File: src/rtl/note_bank_pkg.sv
// Package note_bank_pkg
// Shared sizing for the note divider bank, and the default terminal counts.
// Assumes every terminal count lies in 3..2**NB_WBITS-1.
package note_bank_pkg;
    localparam int NB_CHANNELS = 13;
    localparam int NB_WBITS    = 8;
    localparam int NB_ABITS    = 4;
    localparam int NB_SYNC     = 2;
    // Channel 0 sits in the least significant byte.
    localparam logic [NB_CHANNELS*NB_WBITS-1:0] NB_DEFAULT_TC = {
        8'd119, 8'd127, 8'd134, 8'd142, 8'd150, 8'd159, 8'd169,
        8'd179, 8'd190, 8'd201, 8'd213, 8'd225, 8'd239
    };
endpackage

File: src/rtl/nb_sync.sv
// Module nb_sync
// A multi-stage synchronizer for one slow asynchronous host line.
// Assumes STAGES >= 2 and that the line holds each level for longer than STAGES clocks.
module nb_sync #(
    parameter int STAGES = 2
) (
    input  logic clk,
    input  logic rst_n,
    input  logic async_in,
    output logic level
);
    logic [STAGES-1:0] pipe;

    // Purpose: move the input through the flop chain into the clock domain.
    always_ff @(posedge clk) begin
        if (!rst_n) begin
            pipe <= '0;
        end else begin
            pipe <= {pipe[STAGES-2:0], async_in};
        end
    end

    assign level = pipe[STAGES-1];
endmodule

File: src/rtl/nb_serial_loader.sv
// Module nb_serial_loader
// Shifts synchronized serial data in on each rising edge of the shift clock,
// and gives a one-cycle commit pulse on a rising edge of the load strobe.
// The first bit shifted in ends up in the most significant position of the image.
// Assumes the inputs are already synchronized levels.
module nb_serial_loader #(
    parameter int NUM_CH = 13,
    parameter int W_BITS = 8
) (
    input  logic                       clk,
    input  logic                       rst_n,
    input  logic                       sclk_lvl,
    input  logic                       sdat_lvl,
    input  logic                       sload_lvl,
    output logic                       commit,
    output logic [NUM_CH*W_BITS-1:0]   image
);
    localparam int TOTAL = NUM_CH * W_BITS;

    logic             sclk_q;
    logic             sload_q;
    logic             shift_en;
    logic [TOTAL-1:0] sr;

    assign shift_en = sclk_lvl & ~sclk_q;
    assign commit   = sload_lvl & ~sload_q;
    assign image    = sr;

    // Purpose: keep the previous strobe levels for edge detection.
    always_ff @(posedge clk) begin
        if (!rst_n) begin
            sclk_q  <= 1'b0;
            sload_q <= 1'b0;
        end else begin
            sclk_q  <= sclk_lvl;
            sload_q <= sload_lvl;
        end
    end

    // Purpose: shift one bit in at the LSB end on each shift-clock rise.
    always_ff @(posedge clk) begin
        if (!rst_n) begin
            sr <= '0;
        end else if (shift_en) begin
            sr <= {sr[TOTAL-2:0], sdat_lvl};
        end
    end

    // a shift takes the new bit at the bottom and moves every other bit up one place.
    a_r7_shift_order: assert property (@(posedge clk) disable iff (!rst_n)
        shift_en |=> (sr[0] == $past(sdat_lvl)) && (sr[TOTAL-1:1] == $past(sr[TOTAL-2:0])));
    // a commit pulse lasts a single cycle.
    a_r7_commit_pulse: assert property (@(posedge clk) disable iff (!rst_n)
        commit |=> !commit);
endmodule

File: src/rtl/nb_parallel_loader.sv
// Module nb_parallel_loader
// Turns a synchronized latch strobe into a registered one-hot channel write.
// Addresses at or above NUM_CH produce no write.
// Assumes addr and data are stable around the synchronized strobe edge.
module nb_parallel_loader #(
    parameter int NUM_CH    = 13,
    parameter int W_BITS    = 8,
    parameter int ADDR_BITS = 4
) (
    input  logic                 clk,
    input  logic                 rst_n,
    input  logic                 latch_lvl,
    input  logic [ADDR_BITS-1:0] addr,
    input  logic [W_BITS-1:0]    data,
    output logic [NUM_CH-1:0]    wr_en,
    output logic [W_BITS-1:0]    wr_data
);
    logic latch_q;
    logic strobe;

    assign strobe = latch_lvl & ~latch_q;

    // Purpose: keep the previous latch level for edge detection.
    always_ff @(posedge clk) begin
        if (!rst_n) begin
            latch_q <= 1'b0;
        end else begin
            latch_q <= latch_lvl;
        end
    end

    // Purpose: decode the address into a one-cycle write enable and capture the data.
    always_ff @(posedge clk) begin
        if (!rst_n) begin
            wr_en   <= '0;
            wr_data <= '0;
        end else begin
            for (int k = 0; k < NUM_CH; k++) begin
                wr_en[k] <= strobe && (int'(addr) == k);
            end
            if (strobe) begin
                wr_data <= data;
            end
        end
    end

    // at most one channel is written per cycle.
    a_r5_single_target: assert property (@(posedge clk) disable iff (!rst_n)
        $onehot0(wr_en));
    // an out-of-range address yields no write enable.
    a_r6_high_addr_ignored: assert property (@(posedge clk) disable iff (!rst_n)
        (strobe && int'(addr) >= NUM_CH) |=> (wr_en == '0));
    // a write enable always follows a strobe edge.
    a_r5_enable_needs_strobe: assert property (@(posedge clk) disable iff (!rst_n)
        (wr_en != '0) |-> $past(strobe));
endmodule

File: src/rtl/nb_channel.sv
// Module nb_channel
// One note: a wrap-around counter from 0 to TC, a clamped pending width,
// and an active width that takes the pending value only at the wrap.
// The output is high while count < active width.
// Assumes 3 <= TC < 2**W_BITS.
module nb_channel #(
    parameter int W_BITS = 8,
    parameter int TC     = 239
) (
    input  logic              clk,
    input  logic              rst_n,
    input  logic              wr_en,
    input  logic [W_BITS-1:0] wr_val,
    output logic              note
);
    localparam logic [W_BITS-1:0] TOP_W = W_BITS'(TC);
    localparam logic [W_BITS-1:0] LO_W  = W_BITS'(1);
    localparam logic [W_BITS-1:0] HI_W  = W_BITS'(TC - 1);
    localparam logic [W_BITS-1:0] MID_W = W_BITS'(TC / 2);

    logic [W_BITS-1:0] cnt;
    logic [W_BITS-1:0] pend;
    logic [W_BITS-1:0] act;
    logic [W_BITS-1:0] clamped;
    logic              wrap;

    assign wrap = (cnt == TOP_W);

    // Purpose: limit an incoming width to the range 1..TC-1.
    always_comb begin
        if (wr_val < LO_W) begin
            clamped = LO_W;
        end else if (wr_val > HI_W) begin
            clamped = HI_W;
        end else begin
            clamped = wr_val;
        end
    end

    // Purpose: advance the note counter and wrap after TC.
    always_ff @(posedge clk) begin
        if (!rst_n) begin
            cnt <= '0;
        end else if (wrap) begin
            cnt <= '0;
        end else begin
            cnt <= cnt + 1'b1;
        end
    end

    // Purpose: hold the most recent clamped write until the next wrap.
    always_ff @(posedge clk) begin
        if (!rst_n) begin
            pend <= MID_W;
        end else if (wr_en) begin
            pend <= clamped;
        end
    end

    // Purpose: move the pending width into the active width at the wrap.
    always_ff @(posedge clk) begin
        if (!rst_n) begin
            act <= MID_W;
        end else if (wrap) begin
            act <= pend;
        end
    end

    assign note = (cnt < act);

    // the counter never passes its terminal count.
    a_r1_count_bound: assert property (@(posedge clk) disable iff (!rst_n)
        cnt <= TOP_W);
    // the active and pending widths stay inside the legal range.
    a_r3_width_in_range: assert property (@(posedge clk) disable iff (!rst_n)
        (act >= LO_W) && (act <= HI_W) && (pend >= LO_W) && (pend <= HI_W));
    // the active width changes only right after a wrap.
    a_r8_update_at_wrap: assert property (@(posedge clk) disable iff (!rst_n)
        !$stable(act) |-> (cnt == '0));
    // a high run starts only at the start of a period.
    a_r2_rise_at_start: assert property (@(posedge clk) disable iff (!rst_n)
        $rose(note) |-> (cnt == '0));
    // the output is high at the start of every period.
    a_r2_high_at_start: assert property (@(posedge clk) disable iff (!rst_n)
        (cnt == '0) |-> note);
endmodule

File: src/rtl/note_divider_bank.sv
// Module note_divider_bank
// Top of the note divider bank. It synchronizes the host lines, merges the
// parallel and serial writes (the parallel value wins for the channel it
// addresses), and instantiates one channel per note.
// Assumes host strobes are slow compared with clk.
module note_divider_bank
    import note_bank_pkg::*;
#(
    parameter int NUM_CH    = NB_CHANNELS,
    parameter int W_BITS    = NB_WBITS,
    parameter int ADDR_BITS = NB_ABITS,
    parameter int SYNC_STG  = NB_SYNC,
    parameter logic [NUM_CH*W_BITS-1:0] TERM_COUNTS = NB_DEFAULT_TC
) (
    input  logic                 clk,
    input  logic                 rst_n,
    input  logic [W_BITS-1:0]    par_data,
    input  logic [ADDR_BITS-1:0] par_addr,
    input  logic                 par_latch,
    input  logic                 ser_clk,
    input  logic                 ser_data,
    input  logic                 ser_load,
    output logic [NUM_CH-1:0]    note_out
);
    localparam int TOTAL = NUM_CH * W_BITS;

    logic                latch_lvl;
    logic                sclk_lvl;
    logic                sdat_lvl;
    logic                sload_lvl;
    logic                ser_commit;
    logic [TOTAL-1:0]    ser_image;
    logic [NUM_CH-1:0]   par_wr;
    logic [W_BITS-1:0]   par_val;

    nb_sync #(.STAGES(SYNC_STG)) u_sync_latch (
        .clk(clk), .rst_n(rst_n), .async_in(par_latch), .level(latch_lvl));
    nb_sync #(.STAGES(SYNC_STG)) u_sync_sclk (
        .clk(clk), .rst_n(rst_n), .async_in(ser_clk), .level(sclk_lvl));
    nb_sync #(.STAGES(SYNC_STG)) u_sync_sdat (
        .clk(clk), .rst_n(rst_n), .async_in(ser_data), .level(sdat_lvl));
    nb_sync #(.STAGES(SYNC_STG)) u_sync_sload (
        .clk(clk), .rst_n(rst_n), .async_in(ser_load), .level(sload_lvl));

    nb_serial_loader #(.NUM_CH(NUM_CH), .W_BITS(W_BITS)) u_serial (
        .clk(clk), .rst_n(rst_n),
        .sclk_lvl(sclk_lvl), .sdat_lvl(sdat_lvl), .sload_lvl(sload_lvl),
        .commit(ser_commit), .image(ser_image));

    nb_parallel_loader #(.NUM_CH(NUM_CH), .W_BITS(W_BITS), .ADDR_BITS(ADDR_BITS)) u_parallel (
        .clk(clk), .rst_n(rst_n),
        .latch_lvl(latch_lvl), .addr(par_addr), .data(par_data),
        .wr_en(par_wr), .wr_data(par_val));

    for (genvar i = 0; i < NUM_CH; i++) begin : g_note
        logic              ch_we;
        logic [W_BITS-1:0] ch_val;

        // Purpose: choose the write source for this channel; the parallel value wins.
        always_comb begin
            ch_we  = par_wr[i] | ser_commit;
            ch_val = par_wr[i] ? par_val : ser_image[TOTAL-1-i*W_BITS -: W_BITS];
        end

        nb_channel #(
            .W_BITS(W_BITS),
            .TC(int'(TERM_COUNTS[i*W_BITS +: W_BITS]))
        ) u_ch (
            .clk(clk), .rst_n(rst_n),
            .wr_en(ch_we), .wr_val(ch_val),
            .note(note_out[i]));
    end
endmodule

File: config.mk
export PLATFORM = sky130hd
export DESIGN_NAME = note_divider_bank
export DESIGN_NICKNAME = d
export VERILOG_FILES = /design/src/rtl/note_bank_pkg.sv /design/src/rtl/nb_sync.sv /design/src/rtl/nb_serial_loader.sv /design/src/rtl/nb_parallel_loader.sv /design/src/rtl/nb_channel.sv /design/src/rtl/note_divider_bank.sv
export SDC_FILE = /design/constraint.sdc
export NUM_CORES = 1
export LEC_CHECK = 0
export CAP_MARGIN = 25
export CORE_MARGIN = 2
export CORE_UTILIZATION = 55
export CTS_CLUSTER_SIZE = 16
export DETAILED_ROUTE_END_ITERATION = 7
export DONT_BUFFER_PORTS = 1
export PLACE_DENSITY = 0.73
export SLEW_MARGIN = 20
export SYNTH_ARGS = -nofsm -noshare
export SYNTH_HDL_FRONTEND = slang
export SYNTH_SLANG_ARGS = --single-unit
File: constraint.sdc
create_clock -name clk -period 3.2 [get_ports clk]
set_input_delay 0.64 -clock clk [delete_from_list [all_inputs] [get_ports clk]]
set_output_delay 0.64 -clock clk [all_outputs]
set_load 0.005 [all_outputs]
==> out/metrics.yaml, run 1 <==
synthesis:
  avgSynthCellArea_um2: 8.51
  ys.flop_type: "dfxtp_1"
  synth-warning-count: 0
  synth-compound-area-share: 0.132
  synth_fa_ha_area_frac: 0.0669
  yosysUniqueCellTypes: 81
  synth-simple-area-share: 0.204
  synth.area.mux_share: 0.0851
  ys_seq_elements: 448
  synth-edff-count: 0
  synth.cell_area_mm2: 0.0210
  synth_top_family_by_area: "simple AND/OR/NAND/NOR gates"
  postSynth.asyncResetShare: 0
  syn-num-nets: 2594
  syn_inst: 2464
  seq_area_frac_synth: 0.428
  synth_xor_area_frac: 0.0297
clock_tree:
  clock_latency_ns: 0.58
  cts_sinks: 448
  cts_resized: 0
  cts-root-buf: "clkbuf_16"
  cts.htree.levels: 2
  ctsLongestPathBuffers: 3
  cts_buffers: 47
  cts_hold_buf: 0
  post-cts-setup-buffers: 0
  path_clk_slew_ns: 0.06
  cts_tree: "done"
power_and_ir_drop:
  powerDensity_mw_per_mm2: 526
  vdd_drop_max_uv: 418
  p_sw_mw: 2.58
  power.total_mw: 12.1
  p_leak_nw: 9.62
  switching_share: 0.214
  clock_power_share: 0.488
  comb_power_share: 0.034
  intPower_mw: 9.47
  seqPwrFrac: 0.479
setup_path:
  critical_path.endpoint_type: "output port"
  path_class: "flip-flop to output port"
  cp-start-kind: "flip-flop"
  worst_ep_required_time_ns: 2.56
  path_max_fanout: 2
  cp.arrival_ns: 2.06
grt:
  grt_first_pass_wirelength_um: 77700
  antenna_found_initial: 0
  grt_max_degree: 156
  grt_pass1_vias: 16085
  globalRouteTotalUtil: 0.236
  overflow: 0
route:
  drtPass1Iterations: 7
  num_vias: 16654
  routedWlPerCell_um: 15.6
  first_iter_violations: 1158
  wl_um: 46000
  post-route-drc-count: 0
  viasPerCell: 5.66
  ant_nets: 0
die:
  die_h_um: 199
  dieArea_mm2: 0.0397
  die_x_um: 199
  fp.coreArea_mm2: 0.0376
  rows: 71
  start_util: 0.558
  ios: 31
sta:
  fmax_ghz: 0.370
  worstMarginPinSlew_ns: 1.01
  hold_viol: 0
  slew-limit-headroom: 0.326
  setup_viol: 0
  skew_ns: 0.00839
  post-route-period-util: 0.845
  rsz0062_at_grt: "no"
  fin_setup_tns_ns: 0
  report.final.slew_viol_count: 0
  min_period_ns: 2.70
placement:
  place.gp.congestion: 0.878
  dp_hpwl_um: 30400
  io_buffers: 0
outcome:
  status: "completed"
run:
  cap_violations: 0
cells_and_area:
  drive_gt1_frac: 0.0645
  diodes: 0
  seq_area_mm2: 0.00897
  num-fill-cells: 3178
  fin_nets: 2525
  multiInputGateArea_mm2: 0.0109
  syn2layout_area_growth_pct: 9.33
worst_hold_path:
  hold_path.class: "input pin to flip-flop"
[layout make-up]
type	count	area share
repair buffers	28	0.0108
clock buffers	75	0.0665
clock inverters	12	0.00808
flip-flops and latches	448	0.391
inverters	121	0.0200
well taps	511	0.0279
multi-input cells	1749	0.475
[critical path, stage by stage, from the launching register on]
cell and delay (ns):
dfxtp_1 0.33, inv_1 0.05, ha_1 0.28, a21o_1 0.15, a21oi_1 0.12, o21ai_0 0.12
a211oi_1 0.43
[power groups by stage]
stage | Sequential [mW] | Combinational (mW) | Clock (mW)
after global placement | 5.89 | 0.389 | 0
after global routing | 5.78 | 0.458 | 6.22
final | 5.77 | 0.407 | 5.88
after detailed placement | 5.89 | 0.401 | 0
after CTS | 5.77 | 0.405 | 6.00
after floorplan | 5.85 | 0.338 | 0
[metal layers]
metal / wire (µm) / vias to the layer above / track usage
met3: 2650 / 81 / 0.0437
met2: 21200 / 403 / 0.396
met1: 21000 / 7865 / 0.304
met5: 0 / - / 0
li1: - / 8305 / -
met4: 1130 / 0 / 0.0851
[path summary, 6_finish.rpt]
check	startpoint	endpoint	slack [ns]	cells past startpoint
hold reg to reg	u_sync_sdat.pipe[0]	u_sync_sdat.pipe[1]	0.43	1
setup reg to reg	u_parallel.wr_en[4]	g_note[4].u_ch.pend[1]	0.83	5
hold / removal	par_addr[0]	u_parallel.wr_en[4]	0.14	1
setup / recovery	g_note[6].u_ch.act[1]	note_out[6]	0.50	6
[Yosys cell counts (7+ instances only)]
| master | n | area [µm²] |
|---|---|---|
| nor3_1 | 48 | 240 |
| a21oi_1 | 196 | 981 |
| and2_1 | 19 | 119 |
| buf_1 | 18 | 67.6 |
| a21o_1 | 24 | 180 |
| xor2_1 | 46 | 403 |
| o211ai_1 | 34 | 255 |
| nor2_1 | 269 | 1010 |
| dfxtp_1 | 448 | 8970 |
| nor3b_1 | 10 | 75.1 |
| o21ai_0 | 49 | 245 |
| inv_1 | 121 | 454 |
| mux2i_1 | 150 | 1500 |
| ha_1 | 112 | 1400 |
| o311ai_1 | 8 | 70.1 |
| clkbuf_1 | 78 | 293 |
| or3_1 | 8 | 50.1 |
| nor4_1 | 16 | 100 |
| a32o_1 | 9 | 90.1 |
| nand4_1 | 16 | 100 |
| buf_2 | 31 | 155 |
| xnor2_1 | 25 | 219 |
| nand2_1 | 400 | 1500 |
| nor2b_1 | 17 | 106 |
| o21ai_1 | 9 | 45.0 |
| mux2_2 | 24 | 270 |
| o22ai_1 | 7 | 43.8 |
| nand3_1 | 65 | 325 |
| buf_4 | 16 | 120 |
| and3_1 | 27 | 169 |
| a211oi_1 | 27 | 203 |
| nand2b_1 | 29 | 181 |
[through the flow]
stage	instance area, µm²	util	hold WS, ns	instances	worst slack (ns)
floorplan	21000	-	0.412	2464	1.27
global placement	21200	0.564	0.414	2856	0.980
detailed placement	21200	0.564	0.418	2857	0.868
CTS	22900	0.610	0.115	2944	0.424
global route	22900	0.610	0.126	2944	0.322
finish	22900	0.610	0.136	2944	0.495
[cell usage in the layout, fill, tap and decap left out, types with 24 or more instances in the layout]
cell | Yosys | routed
buf_4 | 16 | 25
a21o_1 | 24 | 24
a21oi_1 | 196 | 196
nand2_1 | 400 | 400
xnor2_1 | 25 | 25
nor3_1 | 48 | 48
nand3_1 | 65 | 65
ha_1 | 112 | 112
xor2_1 | 46 | 46
and3_1 | 27 | 27
dfxtp_1 | 448 | 448
nand2b_1 | 29 | 28
o211ai_1 | 34 | 34
o21ai_0 | 49 | 49
a211oi_1 | 27 | 27
inv_1 | 121 | 120
nor2_1 | 269 | 269
clkbuf_16 | 0 | 49
mux2_2 | 24 | 24
mux2i_1 | 150 | 150
[registers in the layout, indices dropped and copies added (netlist names)]
| register | count |
|---|---|
| g_note.u_ch.act | 104 |
| g_note.u_ch.cnt | 104 |
| g_note.u_ch.pend | 104 |
| u_serial.image | 104 |
| u_parallel.wr_en | 13 |
| u_parallel.wr_data | 8 |
| u_sync_latch.pipe | 2 |
| u_sync_sclk.pipe | 2 |
| u_sync_sdat.pipe | 2 |
| u_sync_sload.pipe | 2 |
| u_parallel.latch_q | 1 |
| u_serial.sclk_q | 1 |
| u_serial.sload_q | 1 |
[cell families (layout without fill, tap and decap cells)]
group                    after synthesis  in the layout
flip-flops                           448            448
buffers and inverters                267            236
XOR/XNOR                              71             71
AO/OA/AOI/OAI                        434            434
AND/OR/NAND/NOR                      957            957
adder cells (fa/ha/maj)              112            112
multiplexers                         175            175
Power figures use the tool's default switching activity.
==> inputs of run 2 (changes only) <==
Clock period 3.2 ns to 2.6 ns, I/O delays scaled along.
==> out/metrics.yaml, run 2 (synthesized netlist as in run 1, its figures left out) <==
cells_and_area:
  final_common_cell: "dfxtp_1"
  drive_gt1_frac: 0.0735  # +0.00900
  fin_nets: 2545  # +0.79%
  final_cell_mix: "dfxtp_1 (446), nand2_1 (400), nor2_1 (269)"
  layout.cells.non_filler: 2959  # +0.51%
  fin_area_mm2: 0.0230  # +0.42%
  syn2layout_area_growth_pct: 9.78
  diodes: 0  # unchanged
clock_tree:
  cts-root-buf: "clkbuf_16"
  cts_tree: "done"
  clock_latency_ns: 0.58  # about the same
  ctsLongestPathBuffers: 3  # unchanged
  cts_buffers: 47  # unchanged
  path_clk_slew_ns: 0.06  # about the same
  cts_sinks: 448  # unchanged
  cts.htree.levels: 2  # unchanged
run:
  cap_violations: 0  # unchanged
placement:
  place.gp.congestion: 0.887  # +1.1%
  dpl.cell_count: 2873  # +0.56%
  place_ws_ns: 0.420  # -0.448 ns
  io_buffers: 0  # unchanged
  dpl-instance-area_mm2: 0.0214  # +0.80%
  dp_hpwl_um: 31300  # +3.1%
sta:
  setup_slack_ns: 0.0952  # -0.400 ns
  report.final.slew_viol_count: 0  # unchanged
  worstMarginPinSlew_ns: 0.783  # -0.229 ns
  min_period_ns: 2.50
  hold_viol: 0  # unchanged
  rsz0062_at_grt: "yes"
  fmax_ghz: 0.399
  skew_ns: 0.0124  # +0.00399 ns
  slew-limit-headroom: 0.477  # +0.152
  setup_viol: 0  # unchanged
  post-route-period-util: 0.963
power_and_ir_drop:
  clock_power_share: 0.465  # -0.023
  seqPwrFrac: 0.498  # +0.019
  switching_share: 0.223  # +0.00914
  powerDensity_mw_per_mm2: 619  # +18%
  intPower_mw: 11.1  # +17%
  vdd_drop_max_uv: 465  # +11%
  p_leak_nw: 9.65  # +0.28%
  p_sw_mw: 3.18  # +23%
  comb_power_share: 0.038  # +0.004
grt:
  grt_pass1_vias: 16190  # +0.65%
  grt_first_pass_wirelength_um: 78000  # +0.47%
  grt_max_degree: 156  # unchanged
  antenna_found_initial: 0  # unchanged
  overflow: 0  # unchanged
  globalRouteTotalUtil: 0.238  # +0.00144
setup_path:
  path_class: "flip-flop to output port"
  cp-start-kind: "flip-flop"
  r2r_slack_ns: 0.39  # -0.44 ns
  critical_path.endpoint_type: "output port"
  cp.arrival_ns: 1.98  # -0.08 ns
  worst_ep_required_time_ns: 2.08  # -0.48 ns
  path_max_fanout: 5  # +3
route:
  post-route-drc-count: 0  # unchanged
  ant_nets: 0  # unchanged
  wl_um: 46800  # +1.8%
  routedWlPerCell_um: 15.8  # +1.2%
  drtPass1Iterations: 5  # -2
  num_vias: 16737  # +0.50%
  first_iter_violations: 1336  # +15%
  viasPerCell: 5.66  # about the same
outcome:
  status: "completed"
die:
  fp.coreArea_mm2: 0.0376  # unchanged
  start_util: 0.558  # unchanged
  dieArea_mm2: 0.0397  # unchanged
  rows: 71  # unchanged
  die_h_um: 199  # unchanged
  ios: 31  # unchanged
  die_x_um: 199  # unchanged
worst_hold_path:
  hold_path.class: "input pin to flip-flop"
-- run 2: changes by cell type in the layout (fill, tap and decap cells not counted), sizes merged --
| cell | delta |
|---|---|
| buf | +16 |
| clkbuf | -7 |
| bufinv | -3 |
| clkinvlp | +3 |
| clkinv | +1 |
| inv | +1 |
| dlygate4sd3 | +4 |
-- run 2: timing repair --
item,4_1_cts,5_1_grt
endpoints found under the hold margin,2,0
gates resized for setup,2,15
buffers inserted,0,0
cloned,0,0
hold buffers,4,0
setup endpoints to repair,2,10
pin swaps,0,3
-- run 2: metal layers --
| layer | part of all wire | GRT usage |
|---|---|---|
| met1 | 0.45 | 0.314 |
| met2 | 0.47 | 0.397 |
| met3 | 0.053 | 0.0381 |
| met4 | 0.022 | 0.0768 |
| met5 | 0 | 0 |
-- run 2: area by class of cell --
| class | instances | area (µm²) |
|---|---|---|
| clock buffer | 68 | 1390 |
| clock inverter | 14 | 143 |
| fill | 3185 | 14600 |
| inverter | 121 | 459 |
| multi-input combinational | 1749 | 10900 |
| sequential | 448 | 8970 |
| tap | 511 | 639 |
| timing repair buffer | 48 | 458 |
-- run 2: path summary, 6_finish.rpt --
check                                      startpoint                     end  depth (start not counted)
worst max-delay path            g_note[8].u_ch.cnt[1]             note_out[8]                          5
worst max register to register    u_parallel.wr_en[4]  g_note[4].u_ch.pend[1]                          5
worst min register to register   u_sync_sload.pipe[0]    u_sync_sload.pipe[1]                          1
worst min-delay path                      par_addr[0]     u_parallel.wr_en[0]                          1
-- run 2: worst max-delay path, stage by stage (launching register included) --
cell	delay, ns
dfxtp_1	0.40
ha_1	0.27
a21o_1	0.17
a21oi_1	0.15
o21ai_0	0.16
a211oi_2	0.26
-- run 2: power groups by stage --
stage               Clock (mW)  Sequential [mW]  Combinational, mW
CTS                       6.73             7.09              0.534
global route              7.02             7.10              0.598
finish                    6.62             7.09              0.538
floorplan                    0             7.20              0.416
detailed placement           0             7.24              0.526
global placement             0             7.23              0.506
-- run 2: through the flow --
step           hold WS (ns)  TNS [ns]  power, mW   util
6_report             0.0216         0       14.2  0.612
3_3_place_gp          0.414         0       7.74  0.569
2_1_floorplan         0.412         0       7.61      -
3_5_place_dp          0.419         0       7.77  0.569
4_1_cts             0.00138         0       14.4  0.611
5_1_grt             0.00468   -0.0731       14.7  0.612
==> inputs of run 3 (changes only) <==
--- a/config.mk
+++ b/config.mk
@@ -8,2 +8,3 @@
 export CAP_MARGIN = 25
+export CORE_ASPECT_RATIO = 0.6
 export CORE_MARGIN = 2
--- a/constraint.sdc
+++ b/constraint.sdc
@@ -3,2 +3,2 @@
 set_output_delay 0.52 -clock clk [all_outputs]
-set_load 0.005 [all_outputs]
+set_load 0.01 [all_outputs]
==> out/metrics.yaml, run 3 (synthesized netlist as in run 1, its figures left out) <==
placement:
  place_ws_ns: 0.452  # +0.0325 ns
  io_buffers: 0  # unchanged
  place.gp.congestion: 0.901  # +1.6%
  dp_hpwl_um: 33400  # +6.7%
  dpl-instance-area_mm2: 0.0214  # +0.36%
  dpl.cell_count: 2890  # +0.59%
cells_and_area:
  final_common_cell: "dfxtp_1"
  fin_area_mm2: 0.0230  # -0.22%
  num-fill-cells: 3239  # +1.7%
  layout.cells.non_filler: 2964  # +0.17%
  seq_area_mm2: 0.00897  # about the same
  multiInputGateArea_mm2: 0.0110  # +0.24%
  fin_nets: 2551  # +0.24%
  final_cell_mix: "dfxtp_1 (444), nand2_1 (400), nor2_1 (269)"
  syn2layout_area_growth_pct: 9.54
  final_util: 0.610  # -0.00239
  drive_gt1_frac: 0.0796  # +0.00603
  diodes: 0  # unchanged
die:
  fp.coreArea_mm2: 0.0376  # +0.17%
  die_h_um: 155  # -22%
  rows: 55  # -23%
  ios: 31  # unchanged
  dieArea_mm2: 0.0397  # +0.13%
  start_util: 0.557  # -0.000964
  die_x_um: 256  # +29%
route:
  first_iter_violations: 1667  # +25%
  viasPerCell: 5.75  # +1.6%
  ant_nets: 0  # unchanged
  routedWlPerCell_um: 16.4  # +3.8%
  wl_um: 48600  # +4.0%
  num_vias: 17035  # +1.8%
  drtPass1Iterations: 6  # +1
  post-route-drc-count: 0  # unchanged
setup_path:
  slowest_stage: "dfxtp_1"
  critical_path.endpoint_type: "output port"
  path_max_fanout: 2  # -3
  cpLargestDelayFamily: "compound AO/OA/AOI/OAI gates"
  max_stage_delay_ns: 0.33  # -0.07 ns
  reg2reg_from: "u_parallel.wr_data[0]"
  reg2reg_to: "g_note[6].u_ch.pend[0]"
  worst_ep_required_time_ns: 2.08  # about the same
  r2r_slack_ns: 0.33  # -0.06 ns
  reg2reg_depth: 5  # unchanged
  path_class: "flip-flop to output port"
  cp-start-kind: "flip-flop"
  cp.arrival_ns: 1.99  # about the same
  crit_chain: "inv_1, ha_1, a21o_1, a21oi_1, o21ai_1, a211oi_2, buf_4"
  path_buf_inv: 2  # +2
sta:
  fmax_ghz: 0.398  # -0.38%
  rsz0062_at_grt: "yes"
  setup_slack_ns: 0.0855  # -0.00967 ns
  hold_ws_ns: 0.0362  # +0.0146 ns
  min_period_ns: 2.51  # +0.00967 ns
  skew_ns: 0.0216  # +0.00921 ns
  slew-limit-headroom: 0.403  # -0.0744
  hold_viol: 0  # unchanged
  setup_viol: 0  # unchanged
  post-route-period-util: 0.967  # +0.00372
  worstMarginPinSlew_ns: 0.894  # +0.111 ns
  report.final.slew_viol_count: 0  # unchanged
clock_tree:
  clock_latency_ns: 0.56  # -0.02 ns
  path_clk_slew_ns: 0.06  # about the same
  cts_buffers: 42  # -11%
  cts_tree: "done"
  post-cts-setup-buffers: 0  # unchanged
  ctsLongestPathBuffers: 3  # unchanged
  cts_hold_buf: 0  # -4
  cts-root-buf: "clkbuf_16"
  cts.htree.levels: 2  # unchanged
  cts_sinks: 448  # unchanged
grt:
  antenna_found_initial: 0  # unchanged
  globalRouteTotalUtil: 0.243  # +0.00514
  grt_pass1_vias: 16218  # +0.17%
  overflow: 0  # unchanged
  grt_first_pass_wirelength_um: 80900  # +3.7%
  grt_max_degree: 156  # unchanged
worst_hold_path:
  hold_start: "par_addr[0]"
  hold_path.class: "input pin to flip-flop"
  hold_path_end: "u_parallel.wr_en[0]"
  hold_depth: 1  # unchanged
power_and_ir_drop:
  p_leak_nw: 9.64  # about the same
  vdd_drop_max_uv: 475  # +2.1%
  powerDensity_mw_per_mm2: 610  # -1.6%
outcome:
  status: "completed"
run:
  cap_violations: 0  # unchanged
-- run 3: cell count changes in the layout (fill, tap and decap cells not counted), sizes merged --
| cell | previous run | this run |
|---|---|---|
| buf | 44 | 59 |
| clkbuf | 68 | 64 |
| dlygate4sd3 | 4 | 0 |
| clkinvlp | 3 | 0 |
| bufinv | 2 | 3 |
| clkinv | 8 | 7 |
| inv | 122 | 121 |
-- run 3: how the worst max path moves through the flow --
stage	slack, ns	cells past startpoint	endpoint	start
after global routing	-0.02	7	note_out[2]	g_note[2].u_ch.act[1]
after CTS	0.01	7	note_out[7]	g_note[7].u_ch.act[1]
after global placement	0.47	7	note_out[9]	g_note[9].u_ch.act[1]
final	0.09	7	note_out[7]	g_note[7].u_ch.act[1]
after detailed placement	0.45	5	g_note[6].u_ch.pend[0]	u_parallel.wr_data[0]
after floorplan	0.78	7	note_out[10]	g_note[10].u_ch.act[1]
-- run 3: area by class of cell --
class / count / share of cell area
Sequential cell: 448 / 0.391
Clock inverter: 10 / 0.00545
Timing Repair Buffer: 59 / 0.0215
Multi-Input combinational cell: 1749 / 0.478
Tap cell: 513 / 0.0280
Clock buffer: 64 / 0.0561
Inverter: 121 / 0.0200
-- run 3: metrics by stage --
step / power [mW] / setup TNS (ns)
2_1_floorplan: 7.61 / 0
3_3_place_gp: 7.74 / 0
3_5_place_dp: 7.77 / 0
4_1_cts: 14.1 / 0
5_1_grt: 14.5 / -0.0249
6_report: 14.0 / 0
-- run 3: report_power, final --
group	switching, mW	total (mW)	leakage (nW)	internal, mW
registers	0.112	7.09	3.63	6.97
logic	0.351	0.549	5.31	0.198
clock network	2.65	6.36	0.701	3.70
-- run 3: what timing repair did --
action,in CTS,in global routing
setup endpoints to repair,6,10
pin swaps,2,10
gates resized for setup,10,22
cloned,0,0
-- run 3: layer usage --
layer / vias up / global-route usage / routed length, µm
met1: 8073 / 0.344 / 22800
met2: 549 / 0.373 / 20800
met3: 77 / 0.0573 / 4090
met5: - / 0 / 0
li1: 8336 / - / -
met4: 0 / 0.0593 / 917
